==> config.mk <==
export PLATFORM = sky130hd
export DESIGN_NAME = pulse_tally_unit
export DESIGN_NICKNAME = d
export VERILOG_FILES = /design/src/rtl/pulse_tally_pkg.sv /design/src/rtl/ptu_glitch_filter.sv /design/src/rtl/ptu_chan_decode.sv /design/src/rtl/ptu_count_core.sv /design/src/rtl/pulse_tally_unit.sv
export SDC_FILE = /design/constraint.sdc
export NUM_CORES = 1
export LEC_CHECK = 0
export BUFFER_PORTS_ARGS = -buffer_cell sky130_fd_sc_hd__buf_2
export CELL_PAD_IN_SITES_DETAIL_PLACEMENT = 0
export CELL_PAD_IN_SITES_GLOBAL_PLACEMENT = 2
export CORE_AREA = 2 2 172 174
export DETAILED_ROUTE_END_ITERATION = 10
export DIE_AREA = 0 0 174 176
export PLACE_DENSITY_LB_ADDON = 0.1
export SKIP_CTS_REPAIR_TIMING = 1
export SLEW_MARGIN = 20
export SYNTH_ARGS = -nofsm -noshare
export SYNTH_HDL_FRONTEND = slang
export SYNTH_SLANG_ARGS = --single-unit
==> constraint.sdc <==
create_clock -name clk_i -period 13.3 [get_ports clk_i]
set_input_delay 1.33 -clock clk_i [delete_from_list [all_inputs] [get_ports clk_i]]
set_output_delay 1.33 -clock clk_i [all_outputs]
set_load 0.1 [all_outputs]
==> src/rtl/pulse_tally_pkg.sv <==
`timescale 1ns/1ps
package pulse_tally_pkg;

  localparam int N_CH = 2;
  localparam int N_EV = 5;

  // watch event indices: enable bits and status flags follow this order
  localparam int EV_THR1 = 0;
  localparam int EV_THR0 = 1;
  localparam int EV_LOW  = 2;
  localparam int EV_HIGH = 3;
  localparam int EV_ZERO = 4;

  // register addresses
  localparam logic [2:0] A_CFG = 3'd0;
  localparam logic [2:0] A_THR = 3'd1;
  localparam logic [2:0] A_LIM = 3'd2;
  localparam logic [2:0] A_CTL = 3'd3;
  localparam logic [2:0] A_CNT = 3'd4;
  localparam logic [2:0] A_STA = 3'd5;
  localparam logic [2:0] A_IEN = 3'd6;
  localparam logic [2:0] A_IST = 3'd7;

  localparam int CFG_FEN_BIT = 10;
  localparam int CFG_EV_LSB  = 11;
  localparam int CFG_CH_LSB  = 16;
  localparam int CH_CFG_W    = 8;
  localparam int HALF_W      = 16;

  localparam logic [1:0] EDGE_HOLD  = 2'd0;
  localparam logic [1:0] EDGE_UP    = 2'd1;
  localparam logic [1:0] EDGE_DOWN  = 2'd2;
  localparam logic [1:0] LVL_KEEP   = 2'd0;
  localparam logic [1:0] LVL_INVERT = 2'd1;

  localparam logic [1:0] ZC_FROM_POS = 2'd0;
  localparam logic [1:0] ZC_FROM_NEG = 2'd1;
  localparam logic [1:0] ZC_LIMIT    = 2'd2;
  localparam logic [1:0] ZC_JUMP     = 2'd3;

  typedef struct packed {
    logic [1:0] lo_mod;
    logic [1:0] hi_mod;
    logic [1:0] fall_act;
    logic [1:0] rise_act;
  } chan_cfg_t;

  // step requested by one channel in one cycle, -1..+1
  function automatic logic signed [1:0] chan_step(input logic rise, input logic fall,
                                                  input chan_cfg_t c, input logic lvl);
    logic [1:0]        act;
    logic [1:0]        md;
    logic signed [1:0] v;
    act = rise ? c.rise_act : (fall ? c.fall_act : EDGE_HOLD);
    md  = lvl ? c.hi_mod : c.lo_mod;
    case (act)
      EDGE_UP:   v = 2'sd1;
      EDGE_DOWN: v = -2'sd1;
      default:   v = 2'sd0;
    endcase
    if (md == LVL_INVERT)    v = -v;
    else if (md != LVL_KEEP) v = 2'sd0;
    return v;
  endfunction

  function automatic logic [1:0] zc_code(input logic by_limit, input logic jumped,
                                         input logic was_neg);
    if (by_limit)    return ZC_LIMIT;
    else if (jumped) return ZC_JUMP;
    else if (was_neg) return ZC_FROM_NEG;
    return ZC_FROM_POS;
  endfunction

endpackage

==> src/rtl/ptu_glitch_filter.sv <==
`timescale 1ns/1ps
module ptu_glitch_filter #(
  parameter int FILT_W = 10
) (
  input  logic              clk_i,
  input  logic              rst_ni,
  input  logic              en_i,
  input  logic [FILT_W-1:0] thres_i,
  input  logic              din_i,
  output logic              dout_o
);
  logic [FILT_W-1:0] run_q;
  logic [FILT_W:0]   run_nx;
  logic              settle;

  assign run_nx = {1'b0, run_q} + 1'b1;
  // new level accepted on the Nth consecutive differing sample
  assign settle = run_nx >= {1'b0, thres_i};

  always_ff @(posedge clk_i or negedge rst_ni) begin
    if (!rst_ni) begin
      run_q  <= '0;
      dout_o <= 1'b0;
    end else if (!en_i) begin
      run_q  <= '0;
      dout_o <= din_i;
    end else if (din_i == dout_o) begin
      run_q <= '0;
    end else if (settle) begin
      run_q  <= '0;
      dout_o <= din_i;
    end else begin
      run_q <= run_nx[FILT_W-1:0];
    end
  end
endmodule

==> src/rtl/ptu_chan_decode.sv <==
`timescale 1ns/1ps
module ptu_chan_decode
  import pulse_tally_pkg::*;
(
  input  logic              clk_i,
  input  logic              rst_ni,
  input  logic              pulse_i,
  input  logic              level_i,
  input  chan_cfg_t         cfg_i,
  output logic signed [1:0] step_o
);
  logic prev_q;
  logic rise, fall;

  always_ff @(posedge clk_i or negedge rst_ni) begin
    if (!rst_ni) prev_q <= 1'b0;
    else         prev_q <= pulse_i;
  end

  assign rise   = pulse_i & ~prev_q;
  assign fall   = ~pulse_i & prev_q;
  assign step_o = chan_step(rise, fall, cfg_i, level_i);
endmodule

==> src/rtl/ptu_count_core.sv <==
`timescale 1ns/1ps
module ptu_count_core
  import pulse_tally_pkg::*;
#(
  parameter int CNT_W = 16
) (
  input  logic                    clk_i,
  input  logic                    rst_ni,
  input  logic                    clear_i,
  input  logic                    pause_i,
  input  logic signed [2:0]       delta_i,
  input  logic signed [CNT_W-1:0] thr0_i,
  input  logic signed [CNT_W-1:0] thr1_i,
  input  logic signed [CNT_W-1:0] hi_i,
  input  logic signed [CNT_W-1:0] lo_i,
  input  logic [N_EV-1:0]         ev_en_i,
  input  logic                    int_clr_i,
  output logic signed [CNT_W-1:0] count_o,
  output logic [N_EV-1:0]         flags_o,
  output logic [1:0]              zc_mode_o,
  output logic [N_EV-1:0]         fire_o,
  output logic                    limit_reset_o
);
  localparam int MSB = CNT_W - 1;

  logic signed [CNT_W-1:0] cnt_q, cnt_d;
  logic                    limit_hit, moved, landed, jumped;
  logic [N_EV-1:0]         hit;

  always_comb begin
    limit_hit     = (cnt_q == hi_i) || (cnt_q == lo_i);
    limit_reset_o = 1'b0;
    if (clear_i) begin
      cnt_d = '0;
    end else if (limit_hit) begin
      cnt_d         = '0;
      limit_reset_o = 1'b1;
    end else if (pause_i) begin
      cnt_d = cnt_q;
    end else begin
      cnt_d = cnt_q + CNT_W'(delta_i);
    end

    moved  = !clear_i && (cnt_d != cnt_q);
    landed = moved && (cnt_d == '0);
    jumped = moved && !limit_reset_o && (cnt_q != '0) && (cnt_d != '0)
             && (cnt_q[MSB] != cnt_d[MSB]);

    hit          = '0;
    hit[EV_THR1] = moved && (cnt_d == thr1_i);
    hit[EV_THR0] = moved && (cnt_d == thr0_i);
    hit[EV_LOW]  = moved && !limit_reset_o && (cnt_d == lo_i);
    hit[EV_HIGH] = moved && !limit_reset_o && (cnt_d == hi_i);
    hit[EV_ZERO] = landed || jumped;
    fire_o       = hit & ev_en_i;
  end

  always_ff @(posedge clk_i or negedge rst_ni) begin
    if (!rst_ni) begin
      cnt_q     <= '0;
      flags_o   <= '0;
      zc_mode_o <= ZC_FROM_POS;
    end else begin
      cnt_q   <= cnt_d;
      flags_o <= (int_clr_i ? '0 : flags_o) | fire_o;
      if (fire_o[EV_ZERO])
        zc_mode_o <= zc_code(limit_reset_o, jumped, cnt_q[MSB]);
    end
  end

  assign count_o = cnt_q;
endmodule

==> src/rtl/pulse_tally_unit.sv <==
`timescale 1ns/1ps
module pulse_tally_unit
  import pulse_tally_pkg::*;
#(
  parameter int CNT_W  = 16,
  parameter int FILT_W = 10
) (
  input  logic            clk_i,
  input  logic            rst_ni,
  input  logic [N_CH-1:0] pulse_i,
  input  logic [N_CH-1:0] ctrl_i,
  input  logic [2:0]      reg_addr_i,
  input  logic            reg_wr_i,
  input  logic [31:0]     reg_wdata_i,
  output logic [31:0]     reg_rdata_o,
  output logic            irq_o
);
  localparam int N_IN = 2 * N_CH;
  localparam logic [31:0] LIM_RST = {HALF_W'({1'b0, {(CNT_W-1){1'b1}}}),
                                     HALF_W'({1'b1, {(CNT_W-1){1'b0}}})};

  logic [31:0] cfg_q, thr_q, lim_q;
  logic        clr_q, pause_q, ien_q, raw_q;
  logic        int_clr;

  // ---------------- register file ----------------
  assign int_clr = reg_wr_i && (reg_addr_i == A_IST) && reg_wdata_i[0];

  always_ff @(posedge clk_i or negedge rst_ni) begin
    if (!rst_ni) begin
      cfg_q   <= '0;
      thr_q   <= '0;
      lim_q   <= LIM_RST;
      clr_q   <= 1'b0;
      pause_q <= 1'b0;
      ien_q   <= 1'b0;
    end else if (reg_wr_i) begin
      case (reg_addr_i)
        A_CFG: cfg_q <= reg_wdata_i;
        A_THR: thr_q <= reg_wdata_i;
        A_LIM: lim_q <= reg_wdata_i;
        A_CTL: begin
          clr_q   <= reg_wdata_i[0];
          pause_q <= reg_wdata_i[1];
        end
        A_IEN: ien_q <= reg_wdata_i[0];
        default: ;
      endcase
    end
  end

  // ---------------- input filters ----------------
  logic [N_IN-1:0] raw_in, filt;
  assign raw_in = {ctrl_i, pulse_i};

  for (genvar i = 0; i < N_IN; i++) begin : g_filt
    ptu_glitch_filter #(.FILT_W(FILT_W)) u_filt (
      .clk_i   (clk_i),
      .rst_ni  (rst_ni),
      .en_i    (cfg_q[CFG_FEN_BIT]),
      .thres_i (cfg_q[FILT_W-1:0]),
      .din_i   (raw_in[i]),
      .dout_o  (filt[i])
    );
  end

  // ---------------- channel decode ----------------
  logic signed [1:0] step_c [N_CH];
  logic signed [2:0] delta_sum;

  for (genvar c = 0; c < N_CH; c++) begin : g_chan
    ptu_chan_decode u_dec (
      .clk_i   (clk_i),
      .rst_ni  (rst_ni),
      .pulse_i (filt[c]),
      .level_i (filt[N_CH + c]),
      .cfg_i   (chan_cfg_t'(cfg_q[CFG_CH_LSB + CH_CFG_W*c +: CH_CFG_W])),
      .step_o  (step_c[c])
    );
  end

  always_comb begin
    delta_sum = '0;
    for (int c = 0; c < N_CH; c++) delta_sum = delta_sum + 3'(step_c[c]);
  end

  // ---------------- counter and watch points ----------------
  logic signed [CNT_W-1:0] count, hi_lim, lo_lim;
  logic [N_EV-1:0]         flags, fire;
  logic [1:0]              zc_mode;
  logic                    limit_reset, any_fire, zero_fire;

  assign hi_lim = lim_q[HALF_W +: CNT_W];
  assign lo_lim = lim_q[CNT_W-1:0];

  ptu_count_core #(.CNT_W(CNT_W)) u_core (
    .clk_i         (clk_i),
    .rst_ni        (rst_ni),
    .clear_i       (clr_q),
    .pause_i       (pause_q),
    .delta_i       (delta_sum),
    .thr0_i        (thr_q[CNT_W-1:0]),
    .thr1_i        (thr_q[HALF_W +: CNT_W]),
    .hi_i          (hi_lim),
    .lo_i          (lo_lim),
    .ev_en_i       (cfg_q[CFG_EV_LSB +: N_EV]),
    .int_clr_i     (int_clr),
    .count_o       (count),
    .flags_o       (flags),
    .zc_mode_o     (zc_mode),
    .fire_o        (fire),
    .limit_reset_o (limit_reset)
  );

  assign any_fire  = |fire;
  assign zero_fire = fire[EV_ZERO];

  // ---------------- shared interrupt ----------------
  always_ff @(posedge clk_i or negedge rst_ni) begin
    if (!rst_ni) raw_q <= 1'b0;
    else         raw_q <= (raw_q && !int_clr) || any_fire;
  end

  assign irq_o = raw_q && ien_q;

  // ---------------- read mux ----------------
  always_comb begin
    case (reg_addr_i)
      A_CFG:   reg_rdata_o = cfg_q;
      A_THR:   reg_rdata_o = thr_q;
      A_LIM:   reg_rdata_o = lim_q;
      A_CTL:   reg_rdata_o = {30'd0, pause_q, clr_q};
      A_CNT:   reg_rdata_o = 32'(count);
      A_STA:   reg_rdata_o = 32'({flags, zc_mode});
      A_IEN:   reg_rdata_o = {31'd0, ien_q};
      default: reg_rdata_o = {30'd0, raw_q && ien_q, raw_q};
    endcase
  end
endmodule

==> metrics.md <==
| Metric | Value |
|---|---|
| Status | `finished, final reports clean` |
| Final Hold Fails | `0` |
| Via count | `10,399` |
| Worst Tran Pin Value | `1110 ps` |
| Max clock buf depth | `2` |
| Residual DRC | `0` |
| Nets | `1,445` |
| Ys async rst share | `100%` |
| Count of flip-flops with a built-in enable after synthesis | `0` |
| Diodes inserted | `0` |
| Number of port buffers | `74` |
| Post-synthesis sequential area ratio | `34.6%` |
| Worst skew pair latency | `450 ps` |
| Period utilization | `45.3%` |
| GPL Wtd Cong | `0.997` |
| Number of global-route vias before repair | `9,988` |
| Post-Route WL | `41.9 mm` |
| Initial antenna violation count | `0` |
| Yosys top cell by area | `dfrtp_1` |
| Crit Path Class | `reg2reg` |
| Final setup fails | `0` |
| Max Clk Rate | `166 MHz` |
| Area contributors post-synth | `dfrtp_1 31%, mux2_2 8.7%, ha_1 6.4%, xor2_1 4.4%, dfstp_2 3.4%` |
| Avg WL per Cell | `24.3 um` |
| Synth Instances | `1,287` |
| Drt initial violations | `872` |
| Prevailing post-synth register cell | `dfrtp_1` |
| Pins over their slew limit | `0` |
| Total power | `2970 uW` |
| Num CTS Buffers | `17` |
| Clock Skews | `17.0 ps` |
| Grt ovf | `0` |
| Mapped cell area | `approximately 0.012 mm2` |
| CP required | `13,680 ps` |
| CTS HTree Levels | `4` |
| Largest net degree at the start of global routing | `70` |
| YS warnings | `0` |
| Cell Pwr Density | `219 mW/mm2` |
| Vias/cell | `6.04` |
| Max-cap violation count | `0` |
| Pre-Repair DR Iteration Count | `6` |
| Syn-to-layout area delta | `10.3%` |
| ANT nets after route | `0` |
| Standard-cell row count | `62` |
| Root Driver | `clkbuf_16` |
| Min-delay worst type | `reg2reg` |
| Worst-path clk slew | `70 ps` |
| I/O pins | `75` |
| Core region area | `0.0285 mm2` |
| Post-synth cell types | `87` |
| Endpoint class of the critical path | `flop` |
| Die width | `174 um` |
| CTS tree | `done` |
| Tot GR Track Use | `27.8%` |
| Setup TNS | `0 ps` |
| Crit-path max FO | `15` |
| Period minus WS final | `6020 ps` |
| Die height | `176 um` |
| Unrepaired setup endpoints after global routing | `false` |
| Maximum vdd drop | `approximately 120 uV` |
| Cell leakage power | `0.00627 uW` |
| Initial Util | `between 40% and 50%` |
| Slew Limit Headroom | `approximately a quarter` |
| Die area | `0.0306 mm2` |
| Crit start category | `flop` |
| Top cell type's share of synthesized area | `31.2%` |
| Critical path arrival | `6400 ps` |
| Syn_area_per_cell | `9.53 um2` |
| Clock sink total | `~170` |
| Placed wire-length estimate | `approximately 32 mm` |
| Post-synth net total | `about 1,400` |
| Count leader, synth | `dfrtp_1` |
| Fraction of layout cells with a size suffix above 1 | `between 10% and 20%` |
| Final core utilization | `a little under half` |
| Top post-synthesis cells by count | `153 x dfrtp_1, 102 x nand2_1, 95 x mux2_2` |
| Global-route wire length before repair | `between 60 and 70 mm` |
| Yosys reg bits | `169` |
## per-layer routing
| metal | up-vias | part of all wire, % | wire length (um) | global-route usage, % |
|---|---|---|---|---|
| li1 | 4767 | - | - | - |
| met2 | 403 | 43 | 18200 | 41.2 |
| met4 | 0 | 2.3 | 982 | 8.54 |
| met5 | - | 0 | 0 | 0 |
| met1 | 5162 | 47 | 19900 | 41.1 |
| met3 | 67 | 6.7 | 2820 | 5.19 |
## cell usage in the layout (no fill, tap or decap), types with 7 or more instances in the layout
cell type / netlist / layout
dfrtp_1: 153 / 153
nand2_1: 102 / 102
mux2_2: 95 / 95
buf_2: 18 / 73
nor2_1: 65 / 65
ha_1: 63 / 63
xor2_1: 61 / 61
nand3_1: 58 / 58
a21oi_1: 51 / 51
o21ai_0: 50 / 50
xnor2_1: 48 / 48
inv_1: 46 / 46
and3_1: 39 / 39
a22oi_1: 34 / 34
a21o_1: 30 / 30
nor2b_1: 28 / 27
mux2i_1: 22 / 22
nand2b_1: 17 / 17
nor4_1: 17 / 17
nor3_1: 18 / 17
clkbuf_16: 0 / 17
fa_1: 16 / 16
dfstp_2: 16 / 16
buf_4: 1 / 16
a31oi_1: 15 / 15
nand4_1: 10 / 10
o32ai_1: 9 / 9
and2_1: 8 / 8
o211ai_1: 8 / 8
o22ai_1: 7 / 7
or3_1: 7 / 7
## worst max-delay path: stages (launching register included)
cell,delay [ps]
dfrtp_1,430
nor2b_1,160
a22oi_1,200
inv_1,70
ha_1,200
mux2i_1,230
a211oi_4,50
buf_4,240
fa_1,550
ha_1,220
inv_1,70
fa_1,450
nor2b_4,180
o31a_4,180
or3_1,110
a21oi_1,160
nor4_2,830
xnor2_1,210
nand3_1,120
or4_1,460
a2111oi_2,460
nand4_1,220
nand4_1,150
## sequential cells by signal, summed over array words and instances, names as in the netlist
name                  flops
pause_q                   1
g_chan.u_dec.prev_q       2
g_filt.u_filt.run_q      40
lim_q                    32
u_core.count_o           16
u_core.flags_o            5
ien_q                     1
u_core.zc_mode_o          2
cfg_q                    32
clr_q                     1
thr_q                    32
raw_q                     1
g_filt.u_filt.dout_o      4
## kinds of logic after synthesis
logic type               Yosys count  share of synthesized area (%)
AO/OA/AOI/OAI                    290                           16.6
XOR/XNOR                         110                           7.91
adder cells (fa/ha/maj)           79                           9.04
buffers and inverters            118                           4.01
flip-flops                       169                           34.6
multiplexers                     120                           10.9
AND/OR/NAND/NOR                  401                           16.9
## report_power, final
group | internal [uW] | total (uW) | switching, uW | leakage, uW
registers | 624 | 850 | 226 | 0.00210
logic | 594 | 1630 | 1040 | 0.00390
clock network | 257 | 483 | 226 | 0.000268
total | 1470 | 2970 | 1490 | 0.00627
## area by class of cell
| cell class | count | area, um2 |
|---|---|---|
| Multi-Input combinational cell | 1000 | 7570 |
| Tap cell | 384 | 480 |
| Timing Repair Buffer | 90 | 497 |
| Clock buffer | 21 | 470 |
| Inverter | 46 | 173 |
| Fill cell | 2839 | 15000 |
| Clock inverter | 11 | 87.6 |
| Sequential cell | 169 | 4250 |
## metrics by stage
step	cells	cell area [um2]	setup slack [ps]	hold slack, ps
floorplan	1287	12300	6540	419
global placement	1689	13000	7450	439
detailed placement	1689	13000	7370	464
CTS	1721	13500	7320	472
global route	1721	13500	6940	497
finish	1721	13500	7280	475
## final timing paths
| kind | from | endpoint | slack (ps) | cells after the start |
|---|---|---|---|---|
| setup / recovery | g_filt[0].u_filt.dout_o$_DFFE_PN0P_ | raw_q$_DFF_PN0_ | 7280 | 22 |
| hold / removal | g_filt[0].u_filt.dout_o$_DFFE_PN0P_ | g_chan[0].u_dec.prev_q$_DFF_PN0_ | 480 | 0 |
| setup reg to reg | g_filt[0].u_filt.dout_o$_DFFE_PN0P_ | raw_q$_DFF_PN0_ | 7280 | 22 |
| hold reg to reg | g_filt[0].u_filt.dout_o$_DFFE_PN0P_ | g_chan[0].u_dec.prev_q$_DFF_PN0_ | 480 | 0 |
| max in group asynchronous | rst_ni | u_core.count_o[9]$_DFF_PN0_ | 10520 | 3 |
| min in group asynchronous | rst_ni | u_core.flags_o[2]$_DFF_PN0_ | 790 | 1 |
Note: power is estimated with default switching activity, not from simulation.
